<file path="src/rtl/irl_pkg.sv">
package irl_pkg;
  localparam int unsigned TT_W       = 9;
  localparam logic [8:0]  EXT_BASE   = 9'h040;
  localparam logic [8:0]  CLASS_MASK = 9'h1F0;
  localparam int unsigned TIMER_LVL  = 14;
endpackage

</file>
<file path="src/rtl/irl_pending_merge.sv">
module irl_pending_merge #(
  parameter int unsigned LVL_N     = 16,
  parameter int unsigned SOFT_W    = 17,
  parameter int unsigned TICK_BIT  = 0,
  parameter int unsigned STICK_BIT = 16,
  parameter int unsigned TIMER_LVL = 14
) (
  input  logic [LVL_N-1:0]  lvl_req_i,
  input  logic [SOFT_W-1:0] softint_i,
  output logic [LVL_N-1:0]  pend_o
);
  logic timer_hit;
  assign timer_hit = softint_i[TICK_BIT] | softint_i[STICK_BIT];

  for (genvar i = 0; i < LVL_N; i++) begin : g_bit
    localparam bit IS_TMR = (i == TICK_BIT) || (i == STICK_BIT);
    localparam bit IS_TLV = (i == TIMER_LVL);
    logic soft_b;
    if (IS_TMR) begin : g_tmr
      assign soft_b = 1'b0;
    end else begin : g_lvl
      assign soft_b = softint_i[i];
    end
    if (IS_TLV) begin : g_tlv
      assign pend_o[i] = lvl_req_i[i] | soft_b | timer_hit;
    end else begin : g_plain
      assign pend_o[i] = lvl_req_i[i] | soft_b;
    end
  end
endmodule

</file>
<file path="src/rtl/irl_level_pick.sv">
module irl_level_pick #(
  parameter int unsigned LVL_N = 16,
  localparam int unsigned PIL_W = $clog2(LVL_N)
) (
  input  logic [LVL_N-1:0] pend_i,
  input  logic [PIL_W-1:0] pil_i,
  output logic             any_o,
  output logic [PIL_W-1:0] lvl_o
);
  logic [LVL_N-1:0] above;
  logic [LVL_N-1:0] hit;

  for (genvar i = 0; i < LVL_N; i++) begin : g_mask
    assign above[i] = (PIL_W'(i) > pil_i);
  end
  assign hit   = pend_i & above;
  assign any_o = |hit;

  // ascending scan, last hit wins => highest level
  always_comb begin
    lvl_o = '0;
    for (int i = 0; i < LVL_N; i++) begin
      if (hit[i]) lvl_o = PIL_W'(i);
    end
  end
endmodule

</file>
<file path="src/rtl/irl_ctrl.sv">
module irl_ctrl
  import irl_pkg::*;
#(
  parameter int unsigned TL_W = 3
) (
  input  logic            clk_i,
  input  logic            rst_ni,
  input  logic            any_i,
  input  logic [TT_W-1:0] new_tt_i,
  input  logic            int_en_i,
  input  logic            ivec_busy_i,
  input  logic [TL_W-1:0] tl_i,
  input  logic [TT_W-1:0] cur_tt_i,
  output logic            req_o,
  output logic [TT_W-1:0] tt_o
);
  logic            req_q, req_d;
  logic [TT_W-1:0] tt_q, tt_d;
  logic            nested_blk;

  assign nested_blk = (tl_i != '0) && (cur_tt_i > new_tt_i) &&
                      ((cur_tt_i & CLASS_MASK) == EXT_BASE);

  always_comb begin
    req_d = req_q;
    tt_d  = tt_q;
    if (!ivec_busy_i) begin
      if (!any_i) begin
        if (req_q) begin
          req_d = 1'b0;
          tt_d  = '0;
        end
      end else if (int_en_i) begin
        if (!nested_blk && (new_tt_i != tt_q)) begin
          req_d = 1'b1;
          tt_d  = new_tt_i;
        end
      end else if (req_q) begin
        req_d = 1'b0;
        tt_d  = '0;
      end
    end
  end

  always_ff @(posedge clk_i or negedge rst_ni) begin
    if (!rst_ni) begin
      req_q <= 1'b0;
      tt_q  <= '0;
    end else begin
      req_q <= req_d;
      tt_q  <= tt_d;
    end
  end

  assign req_o = req_q;
  assign tt_o  = tt_q;
endmodule

</file>
<file path="src/rtl/irl_resolver.sv">
module irl_resolver
  import irl_pkg::*;
#(
  parameter int unsigned LVL_N     = 16,
  parameter int unsigned SOFT_W    = 17,
  parameter int unsigned TICK_BIT  = 0,
  parameter int unsigned STICK_BIT = 16,
  parameter int unsigned TL_W      = 3,
  localparam int unsigned PIL_W    = $clog2(LVL_N)
) (
  input  logic              clk_i,
  input  logic              rst_ni,
  input  logic [LVL_N-1:0]  lvl_req_i,
  input  logic [SOFT_W-1:0] softint_i,
  input  logic [PIL_W-1:0]  pil_i,
  input  logic              int_en_i,
  input  logic              ivec_busy_i,
  input  logic [TL_W-1:0]   tl_i,
  input  logic [TT_W-1:0]   cur_tt_i,
  output logic              irq_req_o,
  output logic [TT_W-1:0]   irq_tt_o
);
  logic [LVL_N-1:0] pend;
  logic             any;
  logic [PIL_W-1:0] lvl;
  logic [TT_W-1:0]  new_tt;

  irl_pending_merge #(
    .LVL_N(LVL_N), .SOFT_W(SOFT_W), .TICK_BIT(TICK_BIT),
    .STICK_BIT(STICK_BIT), .TIMER_LVL(TIMER_LVL)
  ) u_merge (
    .lvl_req_i(lvl_req_i), .softint_i(softint_i), .pend_o(pend)
  );

  irl_level_pick #(.LVL_N(LVL_N)) u_pick (
    .pend_i(pend), .pil_i(pil_i), .any_o(any), .lvl_o(lvl)
  );

  assign new_tt = EXT_BASE | TT_W'(lvl);

  irl_ctrl #(.TL_W(TL_W)) u_ctrl (
    .clk_i(clk_i), .rst_ni(rst_ni), .any_i(any), .new_tt_i(new_tt),
    .int_en_i(int_en_i), .ivec_busy_i(ivec_busy_i), .tl_i(tl_i),
    .cur_tt_i(cur_tt_i), .req_o(irq_req_o), .tt_o(irq_tt_o)
  );
endmodule

</file>
<file path="config.mk">
export PLATFORM = sky130hd
export DESIGN_NAME = irl_resolver
export DESIGN_NICKNAME = d
export VERILOG_FILES = /design/src/rtl/irl_pkg.sv /design/src/rtl/irl_pending_merge.sv /design/src/rtl/irl_level_pick.sv /design/src/rtl/irl_ctrl.sv /design/src/rtl/irl_resolver.sv
export SDC_FILE = /design/constraint.sdc
export NUM_CORES = 1
export LEC_CHECK = 0
export BUFFER_PORTS_ARGS = -buffer_cell sky130_fd_sc_hd__clkbuf_2
export CORE_ASPECT_RATIO = 1.2
export CORE_MARGIN = 2
export CORE_UTILIZATION = 42
export DETAILED_ROUTE_END_ITERATION = 10
export PLACE_DENSITY_LB_ADDON = 0.05
export SLEW_MARGIN = 20
export SYNTH_ARGS = -nofsm -noshare
export SYNTH_HDL_FRONTEND = slang
export SYNTH_HIERARCHICAL = 1
export SYNTH_SLANG_ARGS = --single-unit
</file>
<file path="constraint.sdc">
create_clock -name clk_i -period 1.5 [get_ports clk_i]
set_input_delay 0.075 -clock clk_i [delete_from_list [all_inputs] [get_ports clk_i]]
set_output_delay 0.075 -clock clk_i [all_outputs]
set_load 0.01 [all_outputs]
</file>
==> reports/results.ini <==
[status]
status=finished, violations left
violations=setup timing

[clocking]
root_buffer=clkbuf_4
clock-sinks=10
insertion_delay_ns=0.27
cts_buffers=3
cts_buffer_depth=2
cts_tree=yes
htree_levels=1
clkTransAtPathRegs_ns=0.06

[routing]
ant_nets=0
routed_wl_um=3840
drc=0
drt-initial-drc-count=37
drt-pass1-iter-count=4
wire_per_inst_um=11.9
vias=1661
avgViaCountPerCell=5.16

[floorplanning]
die_area_sq_um=3560
core_sq_um=3000
die_w_um=54.8
io_pins=63
initial_core_util=0.434
die_h_um=65.0
rows=22

[power]
clkPwrFrac=0.171
switching_share=0.337
seqPwrFrac=0.301
pwr_density_cell_nw_per_um2=501
combPwrFrac=0.528
p_int_uw=714
p_leak_nw=1.12
p_switching_uw=363
ir_worst_vdd_mv=0.516

[worst_hold_path]
hold_class=input port to register
hold_path_startpoint=ivec_busy_i

[grt]
grt_pass1_vias=1660
grt_max_degree=16
grt_pass1_wl_um=6470
overflow=0
grt_util_met1=0.236
antenna_found_initial=0
use_met3=0.0253
top_usage_layer=met2
grt_util_met2=0.476
grt_use_total=0.238

[timing]
hold_viol=0
fin_skew_ns=0.00203
setup_ws_ns=-1.29
max_freq_mhz=358
tns_ns=-12.51
setup_viol=10
period_share=1.86
worstMarginPinSlew_ns=0.654
relSlewSlack=0.558
period_needed_ns=2.79
whs_ns=0.141
slew_viol_final=0
rsz0062_at_grt=true

[critical_path]
cpMaxStageDelayCell=or3_4
start_kind=input port
worstPathMaxFanout=7
startpoint=softint_i[4]
crit_family=compound AO/OA/AOI/OAI gates
worstSetupEndpointType=register
path_class=input port to register
arrival_ns=3.00
timing.rr.start=u_ctrl/tt_o[2]$_DFFE_PN0P_
required_ns=1.71
crit_chain=clkbuf_2 > or2_4 > or3_4 > a2111oi_4 > o21ai_1 > a21oi_1 > or2_1 > inv_1 > ha_1 > and4_4 > a31o_1 > a221o_1 > a2111oi_4 > buf_4 > a22o_1
crit_buf_inv=3
critPathMostFrequentCell=a2111oi_4
slowest_delay_ns=0.41

[placement]
port_buffers=61
dp.cells=314
finalWeightedCongestion=0.773
hpwl_um=3220

[cells_and_area]
drive_above_1_share=0.493
syn2layout_area_growth_pct=65.3
num-fill-cells=266
nets=350
antenna_cells=0
stdcell_count=322

[job]
maxCapViolations=0

[yosys]
syn_area_per_cell_sq_um=8.03
syn_area_sq_um=1300
synthCells=162
synth_warnings=6

power by group through the flow:
stage	sequential [mW]	clock [mW]	combinational, mW
after floorplan	0.347	0	0.249
after global placement	0.326	0	0.527
after detailed placement	0.329	0	0.544
after CTS	0.324	0.185	0.566
after global routing	0.328	0.193	0.627
final	0.324	0.184	0.569
sequential cells by signal (all words and copies together) (netlist names):
| name | count |
|---|---|
| u_ctrl/req_o | 1 |
| u_ctrl/tt_o | 9 |
per-layer routing:
metal / up-vias / part of all wire / wire, um
met3: 12 / 0.049 / 190
met2: 50 / 0.57 / 2200
met5: - / 0 / 0
met4: 0 / 0.018 / 70
li1: 837 / - / -
met1: 762 / 0.36 / 1380
placed cells by master (no fill, tap or decap), types with 2 or more instances in the layout:
| master | count |
|---|---|
| nand2_1 | 8 |
| a2111oi_4 | 2 |
| and3_1 | 2 |
| a31o_4 | 2 |
| ha_1 | 9 |
| o22ai_1 | 3 |
| clkbuf_2 | 61 |
| nand3_1 | 3 |
| a21oi_1 | 12 |
| nor2_1 | 12 |
| inv_1 | 14 |
| a22o_1 | 9 |
| a31o_1 | 2 |
| buf_12 | 2 |
| or2_2 | 13 |
| o22a_1 | 2 |
| nand2b_1 | 4 |
| o21ai_0 | 4 |
| buf_4 | 48 |
| conb_1 | 15 |
| dfrtp_1 | 10 |
| xnor2_1 | 9 |
| nand4_1 | 2 |
| clkbuf_4 | 3 |
| a31oi_1 | 2 |
worst paths after layout:
kind / to / slack [ns] / cells after the start
worst max register to register: u_ctrl/tt_o[2]$_DFFE_PN0P_ / -0.28 / 6
worst max-delay path: u_ctrl/tt_o[2]$_DFFE_PN0P_ / -1.29 / 15
min in group asynchronous: u_ctrl/tt_o[7]$_DFFE_PN0P_ / 0.20 / 2
worst min-delay path: u_ctrl/req_o$_DFFE_PN0P_ / 0.14 / 2
max in group asynchronous: u_ctrl/tt_o[1]$_DFFE_PN0P_ / 1.10 / 2
worst min register to register: u_ctrl/req_o$_DFFE_PN0P_ / 0.53 / 1
layout make-up:
cell class                 instances  area [sq um]  share of cell area
multi-input combinational        146          1060               0.493
timing repair buffer             112           716               0.333
sequential                        10           250               0.116
inverter                          15          56.3              0.0262
tap                               36          45.0              0.0209
clock buffer                       3          22.5              0.0105
timing repair:
| action | 4_1_cts | 5_1_grt |
|---|---|---|
| hold buffers | 1 | 0 |
| gates resized for setup | 2 | 2 |
| endpoints found under the setup margin | 10 | 10 |
| gates cloned | 1 | 0 |
| buffers inserted | 3 | 0 |
| endpoints found under the hold margin | 10 | 0 |
| pin swaps | 2 | 3 |
per-stage QoR:
step	worst slack, ns	util	instance area, sq um	power, mW
global placement	-1.50	0.686	2060	0.853
detailed placement	-1.58	0.686	2060	0.872
floorplan	-1.46	-	1370	0.596
finish	-1.29	0.717	2150	1.08
CTS	-1.29	0.712	2140	1.08
global route	-1.45	0.717	2150	1.15
Power figures use the tool's default switching activity.
